`config.mk`:
```
export PLATFORM = sky130hd
export DESIGN_NAME = tmr_prescaler
export DESIGN_NICKNAME = d
export VERILOG_FILES = /design/src/rtl/tmr_pre_pkg.sv /design/src/rtl/ext_tick_sync.sv /design/src/rtl/pre_counter.sv /design/src/rtl/tap_select.sv /design/src/rtl/tmr_prescaler.sv
export SDC_FILE = /design/constraint.sdc
export NUM_CORES = 1
export LEC_CHECK = 0
export CAP_MARGIN = 20
export CORE_UTILIZATION = 50
export DETAILED_ROUTE_END_ITERATION = 8
export PLACE_DENSITY_LB_ADDON = 0.12
export SYNTH_ARGS = -nofsm -noshare
export SYNTH_HDL_FRONTEND = slang
export SYNTH_SLANG_ARGS = --single-unit
```
`constraint.sdc`:
```
create_clock -name clk_i -period 3.1 [get_ports clk_i]
set_clock_uncertainty 0.05 [all_clocks]
set_input_delay 0.775 -clock clk_i [delete_from_list [all_inputs] [get_ports clk_i]]
set_output_delay 0.775 -clock clk_i [all_outputs]
set_load 0.01 [all_outputs]
```
`src/rtl/tmr_pre_pkg.sv`:
```
package tmr_pre_pkg;
  localparam int SEL_W = 3;
  localparam int NUM_SEL = 1 << SEL_W;

  typedef enum logic [SEL_W-1:0] {
    SEL_STOP    = 3'd0,
    SEL_DIV1    = 3'd1,
    SEL_DIV8    = 3'd2,
    SEL_DIV32   = 3'd3,
    SEL_DIV64   = 3'd4,
    SEL_DIV128  = 3'd5,
    SEL_DIV256  = 3'd6,
    SEL_DIV1024 = 3'd7
  } clk_sel_e;

  // log2 of the divisor for each divided code
  function automatic int tap_shift(input int code);
    case (code)
      2: return 3;
      3: return 5;
      4: return 6;
      5: return 7;
      6: return 8;
      7: return 10;
      default: return 0;
    endcase
  endfunction
endpackage

```
`src/rtl/ext_tick_sync.sv`:
```
module ext_tick_sync #(
  parameter int STAGES = 2
) (
  input  logic clk_i,
  input  logic rst_ni,
  input  logic tick_i,
  output logic rise_o
);
  localparam int LAST = STAGES;

  logic [LAST:0] sync_q;

  always_ff @(posedge clk_i or negedge rst_ni) begin
    if (!rst_ni) sync_q <= '0;
    else         sync_q <= {sync_q[LAST-1:0], tick_i};
  end

  assign rise_o = sync_q[LAST-1] & ~sync_q[LAST];

  assert_rise_single_R6: assert property (@(posedge clk_i) disable iff (!rst_ni)
    rise_o |=> !rise_o);
endmodule

```
`src/rtl/pre_counter.sv`:
```
module pre_counter #(
  parameter int CNT_W = 10
) (
  input  logic             clk_i,
  input  logic             rst_ni,
  input  logic             adv_i,
  input  logic             clr_i,
  output logic [CNT_W-1:0] cnt_o
);
  logic [CNT_W-1:0] cnt_q;

  always_ff @(posedge clk_i or negedge rst_ni) begin
    if (!rst_ni)    cnt_q <= '0;
    else if (clr_i) cnt_q <= '0;
    else if (adv_i) cnt_q <= cnt_q + 1'b1;
  end

  assign cnt_o = cnt_q;

  assert_cnt_hold_R6: assert property (@(posedge clk_i) disable iff (!rst_ni)
    (!clr_i && !adv_i) |=> $stable(cnt_o));
  assert_cnt_clear_R7: assert property (@(posedge clk_i) disable iff (!rst_ni)
    clr_i |=> (cnt_o == '0));
endmodule

```
`src/rtl/tap_select.sv`:
```
module tap_select
  import tmr_pre_pkg::*;
#(
  parameter int CNT_W = 10
) (
  input  logic [CNT_W-1:0] cnt_i,
  input  logic             adv_i,
  input  logic             clr_i,
  input  logic [SEL_W-1:0] sel_i,
  output logic             tick_o
);
  logic [NUM_SEL-1:0] tap_vec;

  for (genvar g = 0; g < NUM_SEL; g++) begin : g_tap
    if (g == int'(SEL_STOP)) begin : g_stop
      assign tap_vec[g] = 1'b0;
    end else if (g == int'(SEL_DIV1)) begin : g_div1
      assign tap_vec[g] = adv_i;
    end else begin : g_div
      localparam int SH = tap_shift(g);
      // tap fires on the event that wraps the low SH bits to zero
      assign tap_vec[g] = adv_i & ~clr_i & (&cnt_i[SH-1:0]);
    end
  end

  assign tick_o = tap_vec[sel_i];
endmodule

```
`src/rtl/tmr_prescaler.sv`:
```
module tmr_prescaler
  import tmr_pre_pkg::*;
#(
  parameter int CNT_W       = 10,
  parameter int SYNC_STAGES = 2
) (
  input  logic             clk_i,
  input  logic             rst_ni,
  input  logic             ext_sel_i,
  input  logic             ext_tick_i,
  input  logic [SEL_W-1:0] clk_sel_i,
  input  logic             pre_clr_i,
  output logic             tick_o
);
  logic             ext_rise;
  logic             base_adv;
  logic [CNT_W-1:0] cnt;
  logic             tick_d;
  logic             tick_q;

  ext_tick_sync #(.STAGES(SYNC_STAGES)) u_sync (
    .clk_i  (clk_i),
    .rst_ni (rst_ni),
    .tick_i (ext_tick_i),
    .rise_o (ext_rise)
  );

  assign base_adv = ext_sel_i ? ext_rise : 1'b1;

  pre_counter #(.CNT_W(CNT_W)) u_cnt (
    .clk_i  (clk_i),
    .rst_ni (rst_ni),
    .adv_i  (base_adv),
    .clr_i  (pre_clr_i),
    .cnt_o  (cnt)
  );

  tap_select #(.CNT_W(CNT_W)) u_tap (
    .cnt_i  (cnt),
    .adv_i  (base_adv),
    .clr_i  (pre_clr_i),
    .sel_i  (clk_sel_i),
    .tick_o (tick_d)
  );

  always_ff @(posedge clk_i or negedge rst_ni) begin
    if (!rst_ni) tick_q <= 1'b0;
    else         tick_q <= tick_d;
  end

  assign tick_o = tick_q;

  assert_stop_quiet_R2: assert property (@(posedge clk_i) disable iff (!rst_ni)
    (clk_sel_i == SEL_STOP) |=> !tick_o);
  assert_div1_every_R3: assert property (@(posedge clk_i) disable iff (!rst_ni)
    (clk_sel_i == SEL_DIV1 && !ext_sel_i) |=> tick_o);
  assert_div_single_R5: assert property (@(posedge clk_i) disable iff (!rst_ni)
    (tick_o && $past(clk_sel_i) >= SEL_DIV8 && clk_sel_i >= SEL_DIV8) |=> !tick_o);
  assert_clr_no_div_R7: assert property (@(posedge clk_i) disable iff (!rst_ni)
    (pre_clr_i && clk_sel_i >= SEL_DIV8) |=> !tick_o);
endmodule

```
==> impl_metrics.py, run 1 <==
metrics = {
    "die": {
        "initial_core_util": 0.559,
        "die_h_um": 40.8,
        "die-width_um": 40.8,
        "core_um2": 1350,
        "rows": 13,
        "io_pins": 9,
        "die-area_um2": 1670,
    },
    "critical_path": {
        "crit_buf_inv": 1,
        "cp.required_ns": 3.23,
        "path_max_fanout": 10,
        "cp_slowest_cell": "clkdlybuf4s50_1",
        "crit_type": "in2reg",
        "critPathArrivalTime_ns": 2.27,
        "endpoint_kind": "register",
        "path_delay_family": "buffers and inverters",
        "max_stage_delay_ns": 0.66,
        "cp-start-kind": "primary input",
        "cp_cell_sequence": "clkdlybuf4s50_1, nand2_4, nor4b_1, mux2_2",
    },
    "synth": {
        "synth_fp_nets": 81,
        "synth_most_common_cell": "dfrtp_1",
        "synth_edf_count": 0,
        "ys_seq_elements": 14,
        "synth_commonest_cells": "14 x dfrtp_1, 7 x nor2_1, 6 x a21oi_1, 6 x nand2_1, 6 x xnor2_1",
        "yosysWarnings": 0,
        "syn_avg_cell_area_um2": 10.8,
        "ys_types": 26,
        "synthArstFlopShare": 1.00,
        "postSynth.topFlopCell": "dfrtp_1",
        "synthCells": 70,
        "synth_top_area_frac": 0.464,
        "seq_area_frac_synth": 0.464,
        "yosysTopAreaCell": "dfrtp_1",
        "netlist_area_um2": 754,
        "synth_area_leaders": "dfrtp_1 46%, a2111oi_4 7.3%, xnor2_1 7.0%, ha_1 5.0%, a21oi_1 4.0%",
    },
    "pwr": {
        "ir_drop_uv": 289,
        "pwr-share-comb": 0.101,
        "cellPowerDensity_nw_per_um2": 419,
        "p_clk_frac": 0.369,
        "leakage_nw": 0.356,
        "p_seq_frac": 0.529,
        "p_sw_uw": 87.1,
        "p_int_uw": 277,
        "p_sw_frac": 0.239,
    },
    "finish": {
        "fin_cells": 94,
        "synthToLayoutAreaGrowth_pct": 15.3,
        "final_layout_size_suffix_gt1_frac": 0.114,
        "n_antenna_cell": 0,
        "nets": 91,
    },
    "sta": {
        "finalSetupTns_ns": 0,
        "setup_ws_ns": 0.964,
        "setup_violations": 0,
        "hold_viol_final": 0,
        "fmax_mhz": 468,
        "slew_headroom": 0.605,
        "max_slew.worst_pin.slew_ns": 0.590,
        "rsz0062_at_grt": "false",
        "fin_crit_sh": 0.689,
        "period_needed_ns": 2.14,
        "slew_viol_final": 0,
    },
    "global_route": {
        "grt_overflow_total": 0,
        "track_usage": 0.197,
        "first_global_vias": 475,
        "grt_max_degree": 15,
        "antenna_found_initial": 0,
        "grt_pass1_wl_um": 1970,
    },
    "placement": {
        "port_buffers": 8,
        "pre_cts_slack_ns": 0.658,
        "gp_congestion": 0.759,
        "placed_cells": 90,
        "hpwl_um": 883,
    },
    "clocking": {
        "ctsHoldBuffers": 0,
        "clock-sinks": 14,
        "clock_latency_ns": 0.29,
        "cts_tree": "yes",
        "cts_buffers": 3,
        "cts_resized": 0,
        "clockBufferDepth": 2,
        "htree_levels": 1,
        "postCtsSetupBuffers": 0,
        "cts-root-buf": "clkbuf_4",
        "cts.clk_slew.worst_paths_ns": 0.09,
    },
    "detailed_routing": {
        "vias_per_cell": 5.61,
        "wl_per_cell_um": 13.1,
        "wirelength_um": 1240,
        "vias": 527,
        "drt-initial-drc-count": 4,
        "ant_nets": 0,
        "drc_errors": 0,
        "drt_first_pass_iters": 2,
    },
    "outcome": {
        "status": "finished, final reports clean",
    },
    "flow_run": {
        "drv_cap": 0,
    },
    "min_path": {
        "min_path_type": "reg2reg",
    },
}
## layout make-up
| type | count | area (um^2) |
|---|---|---|
| multi-input combinational | 50 | 373 |
| tap | 15 | 18.8 |
| clock buffer | 4 | 36.3 |
| fill | 116 | 480 |
| timing repair buffer | 8 | 80.1 |
| sequential | 14 | 350 |
| inverter | 3 | 11.3 |
## per-stage QoR
| step | util | hold WS, ns | total power, mW | instance area [um^2] |
|---|---|---|---|---|
| after global routing | 0.644 | 0.323 | 0.379 | 870 |
| after floorplan | - | 0.281 | 0.218 | 754 |
| final | 0.644 | 0.311 | 0.364 | 870 |
| after CTS | 0.644 | 0.314 | 0.369 | 870 |
| after global placement | 0.617 | 0.289 | 0.233 | 833 |
| after detailed placement | 0.617 | 0.294 | 0.233 | 833 |
## per-layer routing
| metal | wire length [um] | track usage | up-vias |
|---|---|---|---|
| li1 | - | - | 267 |
| met4 | 46 | 0.158 | 0 |
| met2 | 518 | 0.270 | 8 |
| met3 | 41 | 0.0815 | 5 |
| met1 | 628 | 0.240 | 247 |
| met5 | 0 | 0 | - |
## state kept, by name, indices dropped and copies added, names as in the netlist
name / count
u_cnt.cnt_o: 10
u_sync.sync_q: 3
tick_o: 1
## path summary, 6_finish.rpt
check                      cells after the start  slack [ns]              from          endpoint
max in group asynchronous                      1        1.81            rst_ni    u_cnt.cnt_o[5]
min                                            0        0.31  u_sync.sync_q[0]  u_sync.sync_q[1]
max reg2reg                                    7        1.33    u_cnt.cnt_o[0]            tick_o
max                                            4        0.96         ext_sel_i    u_cnt.cnt_o[9]
min in group asynchronous                      1        0.80            rst_ni    u_cnt.cnt_o[4]
min reg2reg                                    0        0.31  u_sync.sync_q[0]  u_sync.sync_q[1]
## placed cells by master (no fill, tap or decap), drive strengths merged
cell,count
a2111oi,2
a211oi,2
a21oi,6
a31oi,1
a32o,1
and2,1
and3,1
clkbuf,4
clkdlybuf4s50,8
dfrtp,14
ha,3
inv,3
mux2,1
nand2,7
nand2b,1
nand3,4
nand4,2
nor2,7
nor2b,1
nor4b,1
o21ai,1
o22ai,1
o311a,1
xnor2,6
## power by group through the flow
stage / sequential [mW] / combinational (mW) / clock [mW]
detailed placement: 0.196 / 0.0369 / 0
global route: 0.194 / 0.0412 / 0.144
CTS: 0.193 / 0.0372 / 0.139
global placement: 0.196 / 0.0371 / 0
finish: 0.193 / 0.0369 / 0.134
floorplan: 0.196 / 0.0218 / 0
## worst reg2reg max path: stages, from the launching register on
cell	delay, ns
dfrtp_1	0.41
ha_1	0.24
and3_1	0.19
ha_1	0.17
and2_1	0.15
a31oi_1	0.14
o22ai_1	0.10
a32o_1	0.23
## cell families after synthesis
group                      share of synthesized area
buffers and inverters                         0.0414
DFF                                            0.464
AOI/OAI and AO/OA                              0.182
and+or+nand+nor                                0.177
muxes                                         0.0149
adders and majority gates                     0.0498
xor gates and xnor gates                      0.0697
Note: power is estimated with default switching activity, not from simulation.
==> inputs of run 2 (changes only) <==
--- a/config.mk
+++ b/config.mk
@@ -6,7 +6,7 @@
 export NUM_CORES = 1
 export LEC_CHECK = 0
 export CAP_MARGIN = 20
-export CORE_UTILIZATION = 50
+export CORE_UTILIZATION = 47
 export DETAILED_ROUTE_END_ITERATION = 8
 export PLACE_DENSITY_LB_ADDON = 0.12
 export SYNTH_ARGS = -nofsm -noshare
==> constraint.sdc (replaced) <==
create_clock -name clk_i -period 1.9 [get_ports clk_i]
set_clock_uncertainty 0.05 [all_clocks]
set_input_delay 0.475 -clock clk_i [delete_from_list [all_inputs] [get_ports clk_i]]
set_output_delay 0.475 -clock clk_i [all_outputs]
set_load 0.01 [all_outputs]
==> run 2 against run 1 <==
Via count grew 6.3%. Utilization shrank 2.6 points. First-iteration DRC count grew to 3.5 times the previous value. Global-route usage grew 0.31 points. Count of clock-buffer cells in the layout is the same. Total power grew 67%. Worst setup slack lost 0.81 ns.
==> impl_metrics.py, run 2 (synthesis gave the netlist of run 1 again) <==
metrics = {
    "finish": {
        "final_layout_size_suffix_gt1_frac": 0.195,
        "final_common_cell": "dfrtp_1",
        "final_core_util": 0.618,
        "final_cell_mix": "14 x dfrtp_1, 8 x clkdlybuf4s50_1, 8 x buf_4, 7 x nor2_1",
        "largest_reg_flops": 10,
        "n_antenna_cell": 0,
        "synthToLayoutAreaGrowth_pct": 23.4,
        "nets": 99,
    },
    "critical_path": {
        "crit_type": "reg2reg",
        "cp.required_ns": 2.03,
        "path_max_fanout": 3,
        "critPathArrivalTime_ns": 1.88,
        "cp-start-kind": "register",
        "endpoint_kind": "register",
    },
    "global_route": {
        "use_met3": 0.0776,
        "use_met2": 0.288,
        "antenna_found_initial": 0,
        "grt_pass1_wl_um": 2530,
        "grt_max_degree": 15,
        "met1_usage": 0.268,
        "grt_overflow_total": 0,
        "top_usage_layer": "met2",
        "track_usage": 0.201,
        "first_global_vias": 546,
    },
    "flow_run": {
        "drv_cap": 0,
    },
    "clocking": {
        "cts_buffers": 3,
        "cts.clk_slew.worst_paths_ns": 0.09,
        "clock-sinks": 14,
        "htree_levels": 1,
        "clock_latency_ns": 0.28,
        "cts-root-buf": "clkbuf_4",
        "clockBufferDepth": 2,
        "cts_tree": "yes",
        "ctsHoldBuffers": 0,
    },
    "placement": {
        "port_buffers": 8,
        "hpwl_um": 1030,
        "gp_congestion": 0.773,
        "pre_cts_slack_ns": 0.0523,
    },
    "detailed_routing": {
        "drc_errors": 0,
        "drt-initial-drc-count": 14,
        "ant_nets": 0,
        "vias_per_cell": 5.44,
        "drt_first_pass_iters": 4,
        "vias": 560,
        "wl_per_cell_um": 13.9,
        "wirelength_um": 1440,
    },
    "die": {
        "rows": 14,
        "initial_core_util": 0.501,
        "die-width_um": 42.1,
        "io_pins": 9,
        "core_um2": 1510,
        "die_h_um": 42.1,
        "die-area_um2": 1770,
    },
    "pwr": {
        "ir_drop_uv": 466,
        "leakage_nw": 0.395,
        "cellPowerDensity_nw_per_um2": 651,
        "power_uw": 606,
    },
    "sta": {
        "max_slew.worst_pin.slew_ns": 0.299,
        "rsz0062_at_grt": "false",
        "setup_ws_ns": 0.155,
        "fmax_mhz": 573,
        "fin_crit_sh": 0.918,
        "setup_violations": 0,
        "finalSetupTns_ns": 0,
        "slew_headroom": 0.800,
        "slew_viol_final": 0,
        "hold_viol_final": 0,
        "period_needed_ns": 1.75,
    },
    "outcome": {
        "status": "finished, final reports clean",
    },
    "min_path": {
        "min_path_type": "reg2reg",
    },
}
## run 2: cell type report
type	count	area, um^2
Fill cell	133	576
Multi-Input combinational cell	50	373
Sequential cell	14	350
Timing Repair Buffer	16	140
Clock buffer	4	36.3
Tap cell	16	20.0
Inverter	3	11.3
## run 2: path summary, 6_finish.rpt
check                      cells after the start             start               end  slack [ns]
setup / recovery                               7    u_cnt.cnt_o[1]            tick_o        0.15
hold / removal                                 0  u_sync.sync_q[0]  u_sync.sync_q[1]        0.31
setup reg to reg                               7    u_cnt.cnt_o[1]            tick_o        0.15
hold reg to reg                                0  u_sync.sync_q[0]  u_sync.sync_q[1]        0.31
max in group asynchronous                      2            rst_ni  u_sync.sync_q[1]        1.19
min in group asynchronous                      2            rst_ni            tick_o        0.45
## run 2: worst max-delay path, cell delays in order, from the launching register on
cell	delay, ns
dfrtp_1	0.41
ha_1	0.22
and3_1	0.19
ha_1	0.16
and2_1	0.15
a31oi_1	0.15
o22ai_1	0.10
a32o_1	0.21
## run 2: report_power, final
group          internal, mW  switching (mW)  leakage [nW]
sequential            0.307         0.00601         0.187
combinational        0.0377          0.0367         0.187
clock                 0.117           0.102        0.0210
total                 0.462           0.145         0.395
## run 2: per-layer routing
layer | share of wire | wire length (um)
met4 | 0.013 | 19
met1 | 0.48 | 694
met5 | 0 | 0
met3 | 0.036 | 51
met2 | 0.47 | 669
## run 2: stage by stage
step	hold WS [ns]	cells	area, um^2
detailed placement	0.293	98	887
global placement	0.291	98	887
global route	0.326	103	931
CTS	0.317	102	923
floorplan	0.129	70	754
finish	0.312	103	931
## run 2: what timing repair did
item                                    in CTS  in global routing
endpoints found under the setup margin       0                  1
setup buffers                                0                  1
resized for setup                            0                  0
==> inputs of run 3 (changes only) <==
--- a/config.mk
+++ b/config.mk
@@ -8,6 +8,7 @@
 export CAP_MARGIN = 20
 export CORE_UTILIZATION = 47
 export DETAILED_ROUTE_END_ITERATION = 8
+export GPL_TIMING_DRIVEN = 0
 export PLACE_DENSITY_LB_ADDON = 0.12
 export SYNTH_ARGS = -nofsm -noshare
 export SYNTH_HDL_FRONTEND = slang
==> run 3 against run 2 <==
Final cell count is 4.9% lower. Die area stayed put. Routed wire length is 11% lower. Critical path depth stayed put. Design area is 4.6% lower. Worst setup slack worse by 0.032 ns. Total power is 1.3% lower. Register-to-register slack worse by 0.03 ns. Utilization is 2.8 points lower. Count of clock-buffer cells in the layout stayed put. Sequential share of layout area is 1.8 points higher.
==> impl_metrics.py, run 3 (synthesis gave the netlist of run 1 again) <==
metrics = {
    "outcome": {
        "status": "finished, final reports clean",
    },
    "global_route": {
        "met1_usage": 0.261,
        "use_met2": 0.228,
        "grt_max_degree": 15,
        "top_usage_layer": "met1",
        "first_global_vias": 518,
        "use_met3": 0.0302,
        "antenna_found_initial": 0,
        "grt_pass1_wl_um": 2290,
        "grt_overflow_total": 0,
        "track_usage": 0.176,
    },
    "sta": {
        "slew_viol_final": 0,
        "fin_crit_sh": 0.936,
        "period_needed_ns": 1.78,
        "hold_viol_final": 0,
        "max_slew.worst_pin.slew_ns": 0.639,
        "fmax_mhz": 563,
        "setup_ws_ns": 0.122,
        "slew_headroom": 0.573,
        "setup_violations": 0,
        "rsz0062_at_grt": "false",
    },
    "critical_path": {
        "regToRegSetupSlack_ns": 0.12,
        "r2r_start": "u_cnt.cnt_o[1]",
        "critPathArrivalTime_ns": 1.90,
        "cp.required_ns": 2.02,
        "r2r-end": "tick_o",
        "cp-start-kind": "register",
        "endpoint_kind": "register",
        "ff2ff_path_depth": 7,
        "crit_type": "reg2reg",
        "path_max_fanout": 3,
    },
    "min_path": {
        "holdCritStartpoint": "u_sync.sync_q[0]",
        "whs_endpoint": "u_sync.sync_q[1]",
        "min_path_type": "reg2reg",
        "holdPathStages": 0,
    },
    "detailed_routing": {
        "drt-initial-drc-count": 14,
        "drt_first_pass_iters": 4,
        "vias_per_cell": 5.33,
        "wirelength_um": 1280,
        "wl_per_cell_um": 13.1,
        "vias": 522,
        "ant_nets": 0,
        "drc_errors": 0,
    },
    "finish": {
        "final_cell_mix": "14 x dfrtp_1, 7 x nor2_1, 7 x clkdlybuf4s50_1",
        "largest_reg_flops": 10,
        "final_common_cell": "dfrtp_1",
        "nets": 94,
        "fillers": 137,
        "final_layout_size_suffix_gt1_frac": 0.146,
        "finalInstanceArea_um2": 888,
        "synthToLayoutAreaGrowth_pct": 17.7,
        "final_core_util": 0.590,
        "n_antenna_cell": 0,
    },
    "placement": {
        "gp_congestion": 0.803,
        "pre_cts_slack_ns": 0.00123,
        "hpwl_um": 911,
        "placed_area_um2": 845,
        "port_buffers": 7,
    },
    "clocking": {
        "cts.clk_slew.worst_paths_ns": 0.09,
        "clockBufferDepth": 2,
        "cts_resized": 0,
        "clock-sinks": 14,
        "cts_buffers": 3,
        "cts_tree": "yes",
        "ctsHoldBuffers": 0,
        "cts-root-buf": "clkbuf_4",
        "htree_levels": 1,
        "clock_latency_ns": 0.28,
        "postCtsSetupBuffers": 0,
    },
    "flow_run": {
        "drv_cap": 0,
    },
    "pwr": {
        "cellPowerDensity_nw_per_um2": 673,
        "ir_drop_uv": 431,
        "leakage_nw": 0.369,
    },
    "die": {
        "rows": 14,
        "die-area_um2": 1770,
        "initial_core_util": 0.501,
        "die-width_um": 42.1,
        "io_pins": 9,
        "die_h_um": 42.1,
        "core_um2": 1510,
    },
}
## run 3: cell types whose count changed in the layout (fill, tap and decap cells not counted), sizes merged
| cell | before | now |
|---|---|---|
| clkdlybuf4s50 | 8 | 7 |
| clkbuf | 4 | 5 |
| buf | 8 | 3 |
## run 3: worst max-delay path by stage
stage / start / end / slack (ns) / depth (start not counted)
after CTS: u_cnt.cnt_o[0] / tick_o / 0.09 / 7
after global placement: pre_clr_i / tick_o / -0.03 / 4
after global routing: u_cnt.cnt_o[1] / tick_o / 0.02 / 7
after floorplan: u_cnt.cnt_o[0] / tick_o / 0.24 / 7
after detailed placement: pre_clr_i / tick_o / 0.001 / 4
final: u_cnt.cnt_o[1] / tick_o / 0.12 / 7
## run 3: critical path, cell delays in order, from the launching register on
cell,delay [ns]
dfrtp_1,0.41
ha_1,0.22
and3_1,0.19
ha_1,0.17
and2_1,0.15
a31oi_1,0.16
o22ai_1,0.11
a32o_1,0.22
## run 3: power by group
part / internal, mW / total, mW / switching, mW
sequential: 0.307 / 0.313 / 0.00628
combinational: 0.0322 / 0.0678 / 0.0356
clock: 0.117 / 0.217 / 0.100
total: 0.456 / 0.598 / 0.142
## run 3: routing by layer
layer,vias up,share of wire
met2,7,0.43
met3,2,0.027
met1,238,0.53
met4,0,0.013
li1,275,-
met5,-,0
## run 3: area by class of cell
type | count | area [um^2] | share of cell area
Multi-Input combinational cell | 50 | 373 | 0.420
Sequential cell | 14 | 350 | 0.394
Timing Repair Buffer | 8 | 77.6 | 0.0873
Clock buffer | 4 | 36.3 | 0.0408
Buffer | 3 | 20.0 | 0.0225
Tap cell | 16 | 20.0 | 0.0225
Inverter | 3 | 11.3 | 0.0127
## run 3: metrics by stage
| stage | setup TNS (ns) | total power [mW] | std cells | hold slack [ns] |
|---|---|---|---|---|
| 5_1_grt | 0 | 0.628 | 98 | 0.322 |
| 3_3_place_gp | -0.0299 | 0.383 | 93 | 0.284 |
| 2_1_floorplan | 0 | 0.355 | 70 | 0.129 |
| 3_5_place_dp | 0 | 0.384 | 93 | 0.287 |
| 6_report | 0 | 0.598 | 98 | 0.305 |
| 4_1_cts | 0 | 0.601 | 97 | 0.308 |
